$ cat config.mk
export PLATFORM = sky130hd
export DESIGN_NAME = la_trigger_capture
export DESIGN_NICKNAME = d
export VERILOG_FILES = /design/src/rtl/la_cap_pkg.sv /design/src/rtl/la_ternary_match.sv /design/src/rtl/la_bcd_down.sv /design/src/rtl/la_word_store.sv /design/src/rtl/la_trigger_capture.sv
export SDC_FILE = /design/constraint.sdc
export NUM_CORES = 1
export LEC_CHECK = 0
export CAP_MARGIN = 10
export CORE_AREA = 2 2 167 169
export DETAILED_ROUTE_END_ITERATION = 8
export DIE_AREA = 0 0 169 171
export PLACE_DENSITY = 0.78
export SYNTH_ARGS = -nofsm -noshare
export SYNTH_HDL_FRONTEND = slang
export SYNTH_SLANG_ARGS = --single-unit
$ cat constraint.sdc
create_clock -name clk -period 6.17 [get_ports clk]
set_input_delay 0.617 -clock clk [delete_from_list [all_inputs] [get_ports clk]]
set_output_delay 0.617 -clock clk [all_outputs]
set_load 0.01 [all_outputs]
$ cat src/rtl/la_cap_pkg.sv
package la_cap_pkg;

    typedef enum logic [1:0] {
        ST_ARMED = 2'd0,
        ST_DELAY = 2'd1,
        ST_POST  = 2'd2,
        ST_DONE  = 2'd3
    } cap_state_e;

    localparam logic [1:0] PLACE_START  = 2'd0;
    localparam logic [1:0] PLACE_MIDDLE = 2'd1;
    localparam logic [1:0] PLACE_END    = 2'd2;

endpackage

$ cat src/rtl/la_ternary_match.sv
module la_ternary_match #(
    parameter int DW = 16
) (
    input  logic [DW-1:0] word_i,
    input  logic [DW-1:0] val_i,
    input  logic [DW-1:0] care_i,
    output logic          hit_o
);
    logic [DW-1:0] bit_ok;

    genvar g;
    for (g = 0; g < DW; g++) begin : g_bit
        logic true_term;
        logic inv_term;
        // true and inverted copies of the sampled bit, selected by the pattern value
        assign true_term = word_i[g] & val_i[g];
        assign inv_term  = ~word_i[g] & ~val_i[g];
        assign bit_ok[g] = ~care_i[g] | true_term | inv_term;
    end

    assign hit_o = &bit_ok;

endmodule

$ cat src/rtl/la_bcd_down.sv
module la_bcd_down #(
    parameter int DIGITS = 4
) (
    input  logic [4*DIGITS-1:0] value_i,
    output logic [4*DIGITS-1:0] value_o
);
    genvar g;
    for (g = 0; g < DIGITS; g++) begin : g_digit
        logic       borrow;
        logic [3:0] dig;
        if (g == 0) begin : g_lsd
            assign borrow = 1'b1;
        end else begin : g_upper
            // a digit decrements only when every lower digit is zero
            assign borrow = (value_i[4*g-1:0] == '0);
        end
        assign dig = value_i[4*g +: 4];
        assign value_o[4*g +: 4] = !borrow        ? dig :
                                   (dig == 4'd0)  ? 4'd9 :
                                                    dig - 4'd1;
    end

endmodule

$ cat src/rtl/la_word_store.sv
module la_word_store #(
    parameter int DW = 16,
    parameter int AW = 4
) (
    input  logic                     clk,
    input  logic                     rst_n,
    input  logic                     we_i,
    input  logic [AW-1:0]            waddr_i,
    input  logic [DW-1:0]            wdata_i,
    output logic [DW*(1<<AW)-1:0]    words_o
);
    localparam int DEPTH = 1 << AW;

    logic [DW-1:0] mem_d [DEPTH];
    logic [DW-1:0] mem_q [DEPTH];

    always_comb begin
        for (int i = 0; i < DEPTH; i++) begin
            mem_d[i] = mem_q[i];
        end
        if (we_i) begin
            mem_d[waddr_i] = wdata_i;
        end
    end

    always_ff @(posedge clk or negedge rst_n) begin
        if (!rst_n) begin
            for (int i = 0; i < DEPTH; i++) begin
                mem_q[i] <= '0;
            end
        end else begin
            for (int i = 0; i < DEPTH; i++) begin
                mem_q[i] <= mem_d[i];
            end
        end
    end

    genvar g;
    for (g = 0; g < DEPTH; g++) begin : g_out
        assign words_o[g*DW +: DW] = mem_q[g];
    end

    // an enabled write lands at the addressed word
    p_store_write_r3: assert property (@(posedge clk) disable iff (!rst_n)
        we_i |=> (mem_q[$past(waddr_i)] == $past(wdata_i)));

endmodule

$ cat src/rtl/la_trigger_capture.sv
module la_trigger_capture
    import la_cap_pkg::*;
#(
    parameter int DW     = 16,
    parameter int AW     = 4,
    parameter int DIGITS = 4
) (
    input  logic                    clk,
    input  logic                    rst_n,
    input  logic                    restart_i,
    input  logic [DW-1:0]           din_i,
    input  logic [DW-1:0]           pat_val_i,
    input  logic [DW-1:0]           pat_care_i,
    input  logic [4*DIGITS-1:0]     delay_bcd_i,
    input  logic                    delay_load_i,
    input  logic                    count_events_i,
    input  logic [1:0]              place_i,
    input  logic                    repeat_i,
    output logic [DW*(1<<AW)-1:0]   cap_bus_o,
    output logic                    done_o,
    output logic [AW-1:0]           trig_addr_o
);
    localparam int             DEPTH       = 1 << AW;
    localparam int             CW          = 4 * DIGITS;
    localparam logic [AW-1:0]  TAIL_START  = AW'(DEPTH - 1);
    localparam logic [AW-1:0]  TAIL_MIDDLE = AW'(DEPTH / 2);

    typedef struct packed {
        cap_state_e     state;
        logic [AW-1:0]  wr;
        logic [AW-1:0]  trig;
        logic [AW-1:0]  rem;
        logic [CW-1:0]  cnt;
        logic [CW-1:0]  store;
        logic [DW-1:0]  sample;
    } ctl_t;

    ctl_t           c_d, c_q;
    logic           hit;
    logic           anchor;
    logic           wr_en;
    logic [CW-1:0]  cnt_dec;
    logic [AW-1:0]  tail_len;

    la_ternary_match #(.DW(DW)) u_match (
        .word_i (c_q.sample),
        .val_i  (pat_val_i),
        .care_i (pat_care_i),
        .hit_o  (hit)
    );

    la_bcd_down #(.DIGITS(DIGITS)) u_dec (
        .value_i (c_q.cnt),
        .value_o (cnt_dec)
    );

    la_word_store #(.DW(DW), .AW(AW)) u_store (
        .clk     (clk),
        .rst_n   (rst_n),
        .we_i    (wr_en),
        .waddr_i (c_q.wr),
        .wdata_i (c_q.sample),
        .words_o (cap_bus_o)
    );

    // words still to be written after the anchor
    always_comb begin
        case (place_i)
            PLACE_START:  tail_len = TAIL_START;
            PLACE_MIDDLE: tail_len = TAIL_MIDDLE;
            default:      tail_len = '0;
        endcase
    end

    always_comb begin
        c_d        = c_q;
        anchor     = 1'b0;
        wr_en      = (c_q.state != ST_DONE);
        c_d.sample = din_i;

        if (delay_load_i) begin
            c_d.store = delay_bcd_i;
        end
        if (wr_en) begin
            c_d.wr = c_q.wr + 1'b1;
        end

        case (c_q.state)
            ST_ARMED: begin
                if (hit) begin
                    if (c_q.store == '0) begin
                        anchor = 1'b1;
                    end else begin
                        c_d.cnt   = c_q.store;
                        c_d.state = ST_DELAY;
                    end
                end
            end
            ST_DELAY: begin
                if (!count_events_i || hit) begin
                    if (c_q.cnt == CW'(1)) begin
                        anchor = 1'b1;
                    end else begin
                        c_d.cnt = cnt_dec;
                    end
                end
            end
            ST_POST: begin
                if (c_q.rem == AW'(1)) begin
                    c_d.state = ST_DONE;
                end else begin
                    c_d.rem = c_q.rem - 1'b1;
                end
            end
            ST_DONE: begin
                if (repeat_i) begin
                    c_d.state = ST_ARMED;
                end
            end
            default: c_d.state = ST_ARMED;
        endcase

        if (anchor) begin
            c_d.trig = c_q.wr;
            if (tail_len == '0) begin
                c_d.state = ST_DONE;
            end else begin
                c_d.rem   = tail_len;
                c_d.state = ST_POST;
            end
        end

        if (restart_i) begin
            c_d.state = ST_ARMED;
        end
    end

    always_ff @(posedge clk or negedge rst_n) begin
        if (!rst_n) begin
            c_q.state  <= ST_ARMED;
            c_q.wr     <= '0;
            c_q.trig   <= '0;
            c_q.rem    <= '0;
            c_q.cnt    <= '0;
            c_q.store  <= '0;
            c_q.sample <= '0;
        end else begin
            c_q <= c_d;
        end
    end

    assign done_o      = (c_q.state == ST_DONE);
    assign trig_addr_o = c_q.trig;

    // an empty care mask accepts any sampled word
    p_dontcare_r2: assert property (@(posedge clk) disable iff (!rst_n)
        (pat_care_i == '0) |-> hit);

    // a running delay never sits at zero
    p_delay_nonzero_r5: assert property (@(posedge clk) disable iff (!rst_n)
        (c_q.state == ST_DELAY) |-> (c_q.cnt != '0));

    genvar g;
    for (g = 0; g < DIGITS; g++) begin : g_chk
        // decimal digits of the running count stay in 0..9
        p_digit_valid_r4: assert property (@(posedge clk) disable iff (!rst_n)
            (c_q.state == ST_DELAY) |-> (c_q.cnt[4*g +: 4] <= 4'd9));
    end

    // the anchor address holds while the tail is collected
    p_trig_hold_r7: assert property (@(posedge clk) disable iff (!rst_n)
        (c_q.state == ST_POST) |=> $stable(trig_addr_o));

    // a single-mode snapshot stays frozen
    p_frozen_r9: assert property (@(posedge clk) disable iff (!rst_n)
        (done_o && !restart_i && !repeat_i) |=>
            (done_o && $stable(cap_bus_o) && $stable(trig_addr_o)));

    // restart always clears done
    p_restart_r11: assert property (@(posedge clk) disable iff (!rst_n)
        restart_i |=> !done_o);

endmodule

# Word level (Yosys, flattened, before mapping)
# Index checks and enable logic that the tools add are counted.
[word_totals]
register_bits = 318
input_bits = 72
output_inout_bits = 261
wordCells = 219
[classes]
n_addsub = 6
order_cmp = 2
eq_ne = 18
mux = 33
bitwise_logic = 113
reduce_logical = 21
[op_table]
columns = ["operator", "n"]
rows = [
  ["256-bit bitwise mux", 1],
  ["16-bit two-way mux", 5],
  ["16-bit demux with 4-bit select", 1],
  ["1-bit inverter", 48],
  ["4-bit two-way mux", 11],
  ["1-bit bitwise AND", 32],
  ["1-bit bitwise OR", 32],
  ["16-bit case mux with 2 select lines", 1],
  ["4-bit zero test", 5],
  ["4-bit by 1-bit subtractor with 4-bit output, second input constant", 5],
  ["6-bit AND reduction", 3],
  ["16-bit by 1-bit == test with 1-bit output, second input constant", 1],
  ["16-bit zero test", 1],
  ["16-bit AND reduction", 1],
  ["12-bit zero test", 1],
  ["2-bit two-way mux", 6],
  ["4-bit inequality test, second input constant", 3],
  ["2-bit inequality test, second input constant", 5],
  ["5-bit AND reduction", 2],
  ["8-bit zero test", 1],
  ["4-bit case mux with 2 select lines", 1],
  ["2-bit by 1-bit inequality test with 1-bit output, second input constant", 3],
  ["2-bit case mux with 3 select lines", 1],
  ["5-bit >= comparator, second input constant", 1],
  ["15 further kinds", 22],
]

# Longest topological paths before layout
[depth]
ltp_word = 9
mapped_depth = 8
mapped_depth_nobuf = 7

# By module
# From an unflattened synthesis, not the netlist that was laid out.
[hier_totals]
hier_cells = 831
hier_area_um2 = 13005.0
[by_module_without_submodules]
columns = ["mod", "instances", "cells_each", "area_each_um2", "seq_area_each_um2"]
rows = [
  ["la_word_store", 1, 573, 9799.4, 6406.1],
  ["la_trigger_capture", 1, 185, 2658.8, 1551.5],
  ["la_bcd_down", 1, 46, 330.3, 0.0],
  ["la_ternary_match", 1, 27, 216.5, 0.0],
]

# Least setup slack after synthesis
# OpenSTA, ideal clock, no wires.
[synth_path]
kind = "reg2reg"
from = "register c_q[40] (netlist bit)"
to = "register c_q (netlist bit trig_addr_o[0])"
setup_time_ps = 125
t_arrival_ps = 1947
setup_slack_ps = 4098
path_stages_with_launch = 7
period_less_slack_ps = 2072
cell_sequence = "dfrtp_1 > or3_4 > nor4_4 > nand2_4 > o21ai_2 > o21ai_4 > mux2_4"
[synth_via]
elab_chain_cells = 4
[synth_lines]
columns = ["item", "line", "rtl"]
rows = [
  ["from (decl)", "la_trigger_capture.sv:38", "ctl_t c_d, c_q;"],
  ["16-bit by 1-bit == test with 1-bit output", "la_trigger_capture.sv:101", "if (c_q.cnt == CW'(1)) begin"],
  ["1-bit two-way mux", "la_trigger_capture.sv:101", ""],
  ["1-bit two-way mux", "la_trigger_capture.sv:100", "if (!count_events_i || hit) begin"],
  ["1-bit case mux with 2 select lines", "la_trigger_capture.sv:88", "case (c_q.state)"],
]
# No other way between the ends.
# A chain may end at the register's enable or synchronous reset.

# Worst setup path after layout
[layout_path]
from = "register c_q[60] (netlist bit)"
to = "output port done_o"
[layout_via]
elab_chain_cells = 1
[layout_lines]
columns = ["item", "line", "rtl"]
rows = [
  ["2-bit == test", "la_trigger_capture.sv:152", "assign done_o = (c_q.state == ST_DONE);"],
  ["to (decl)", "la_trigger_capture.sv:20", "output logic done_o,"],
]
# No other way between the ends.

==> results.cfg <==
[status]
outcome = finished clean

[logic_synthesis]
syn_inst = 891
synth.top_cell.area_share = 0.621
avgSynthCellArea_um2 = 14.4
ys_async_sr_fraction = 1.00
syn-num-nets = 969
yosysTopAreaCell = dfrtp_1
ys_top_cells_by_area = dfrtp_1 (62%), mux2_2 (24%), clkbuf_1 (1.1%), xor2_1 (1.1%), nand2_1 (0.94%)
synth_edf_count = 0
syn-cell-area_um2 = 12800
synthFlopType = dfrtp_1
yosys_warnings = 0
synth-seq-cells = 318
synth_commonest_cells = dfrtp_1 (318), mux2_2 (272), clkbuf_1 (39), nand2_1 (32), nand3_1 (21)
yosysMostFrequentCell = dfrtp_1
yosysUniqueCellTypes = 52
synth_seq_area_share = 0.621

[cells_and_area]
diodes = 0
n_fill_cell = 2042
fin_util = 0.640
finalNetCount = 1274
area_growth_pct = 36.3
drive_gt1_frac = 0.284

[worst_setup_path]
crit_end = done_o
reg2reg_depth = 3
cp-end-kind = output port
path_buf_inv = 2
crit_fanout = 21
startpoint_type = flip-flop
cpMaxStageDelayCell = dfrtp_1
cp_top_family = buffers and inverters
arrival_ns = 2.50
r2r_setup_slack_ns = 3.27
critPathLaunch = c_q[60]$_DFFE_PN0P_
cp.required_ns = 5.55
reg2reg_to = u_store.words_o[159]$_DFFE_PN0P_
worstSetupPathType = flip-flop to output port
slowest_delay_ns = 0.64
rr_startpoint = c_q[60]$_DFFE_PN0P_
path_depth = 3
crit_chain = nand2_1 > inv_1 > clkdlybuf4s50_1

[sta]
fmax_mhz = 321
final.setup.tns_ns = 0
finalCriticalPeriod_ns = 3.11
rsz0062_at_grt = false
relSlewSlack = 0.205
slew_viol_final = 0
timing.final.crit_share = 0.504
hold_viol_final = 0
fin_worst_skew_ns = 0.0142
finalSetupViolations = 0
tightest_slew_ns = 1.19

[floorplanning]
dieArea_um2 = 28900
fp.dieW_um = 169
floorplan.rows = 61
die_y_um = 171
start_util = 0.469
coreArea_um2 = 27300
num_io_pins = 333

[grt]
first_global_vias = 9093
grt_max_degree = 154
overflow = 0
antenna_found_initial = 1
grt_pass1_wl_mm = 56.4
track_usage = 0.260

[cts]
cts_tree = built
clockBufferDepth = 3
cts_sinks = 318
cts_resized = 0
cts-hold-fix-buffers = 0
numCtsBuffers = 34
clock_latency_ns = 0.51
postCtsSetupBuffers = 0
htreeDepth = 2
root_buffer = clkbuf_16
cts.clk_slew.worst_paths_ns = 0.06

[route]
routed-wl-met2_mm = 18.3
routed.top_layer = met5
wl_met3_mm = 2.78
wl_met1_mm = 15.1
vias = 8629
viasPerCell = 5.51
wire_per_inst_um = 24.0
first_iter_violations = 616
drt.antenna.violating_nets = 0
first_pass_iters = 5
drc = 0
wl_mm = 37.6

[flow_run]
cap_violations = 0

[power]
p_comb_frac = 0.162
switchingPower_mw = 1.41
internal_power_mw = 4.06
clkPwrFrac = 0.378
vdd.ir_drop.worst_v = 0.000225
switching_share = 0.258
cellLeakagePower_nw = 7.35
power-per-cell-area_nw_per_um2 = 313
p_seq_frac = 0.459

[hold_path]
hp-class = input port to asynchronous set/reset pin

[place]
io_buffer_count = 332
hpwl_mm = 25.8
gp_congestion = 0.895
how the worst min path moves through the flow:
stage / start / end / depth (start not counted) / slack [ns]
3_3_place_gp: u_store.words_o[220]$_DFFE_PN0P_ / u_store.words_o[220]$_DFFE_PN0P_ / 1 / 0.49
6_report: rst_n / c_q[21]$_DFFE_PN0P_ / 1 / 0.09
3_5_place_dp: u_store.words_o[54]$_DFFE_PN0P_ / u_store.words_o[54]$_DFFE_PN0P_ / 1 / 0.49
2_1_floorplan: rst_n / c_q[0]$_DFF_PN0_ / 0 / 0.32
5_1_grt: rst_n / c_q[19]$_DFFE_PN0P_ / 1 / 0.15
4_1_cts: rst_n / c_q[21]$_DFFE_PN0P_ / 1 / 0.13
cell usage in the layout (no fill, tap or decap), types with 3 or more instances in the layout:
master,count
a21oi_1,7
a22oi_1,10
a31oi_1,6
a32oi_1,3
buf_4,5
clkbuf_1,9
clkbuf_16,35
clkbuf_8,9
clkdlybuf4s50_1,331
clkinv_2,3
dfrtp_1,318
ha_1,6
inv_1,13
mux2_2,272
mux2_4,4
mux2i_1,3
nand2_1,32
nand2b_1,3
nand3_1,21
nand4_1,7
nor2_1,19
nor2b_1,4
nor3_1,5
nor4_1,5
o21ai_0,19
o22ai_1,3
o31ai_1,9
xnor2_1,4
xor2_1,16
power by group through the flow:
stage / sequential (mW) / clock, mW / combinational, mW
finish: 2.51 / 2.07 / 0.887
floorplan: 2.55 / 0 / 0.318
global placement: 2.52 / 0 / 0.873
detailed placement: 2.54 / 0 / 0.886
global route: 2.54 / 2.20 / 0.946
CTS: 2.51 / 2.11 / 0.892
stage by stage:
| stage | std cells | hold WS (ns) | cell area (µm²) | power, mW | worst slack (ns) |
|---|---|---|---|---|---|
| after CTS | 1567 | 0.130 | 17500 | 5.50 | 3.06 |
| after detailed placement | 1506 | 0.493 | 16300 | 3.42 | 3.24 |
| after floorplan | 891 | 0.321 | 12800 | 2.87 | 4.10 |
| final | 1567 | 0.0863 | 17500 | 5.46 | 3.06 |
| after global placement | 1506 | 0.487 | 16300 | 3.40 | 3.34 |
| after global routing | 1567 | 0.155 | 17500 | 5.68 | 2.90 |
sequential cells by signal, summed over array words and instances (netlist names):
signal	flops
c_q	58
trig_addr_o	4
u_store.words_o	256
logic make-up (layout without fill, tap and decap cells):
kind of cell               after synthesis  after routing  share of synthesized area
AOI/OAI and AO/OA                       77             77                     0.0412
xor gates and xnor gates                20             20                     0.0137
adders and majority gates                6              6                    0.00585
buffers and inverters                   82            412                     0.0284
DFF                                    318            318                      0.621
muxes                                  279            279                      0.246
and+or+nand+nor                        109            109                     0.0445
final cells by class:
cell class | count | area (µm²) | share of cell area
Clock inverter | 8 | 116 | 0.00666
Multi-Input combinational cell | 491 | 4500 | 0.258
Inverter | 13 | 48.8 | 0.00279
Sequential cell | 318 | 7960 | 0.455
Tap cell | 346 | 433 | 0.0248
Clock buffer | 53 | 1030 | 0.0591
Timing Repair Buffer | 338 | 3390 | 0.194
per-layer routing:
layer | vias to the layer above | track usage
li1 | 3775 | -
met1 | 4461 | 0.324
met2 | 316 | 0.427
met3 | 75 | 0.0824
met4 | 2 | 0.103
met5 | - | 0
Power figures use the tool's default switching activity.
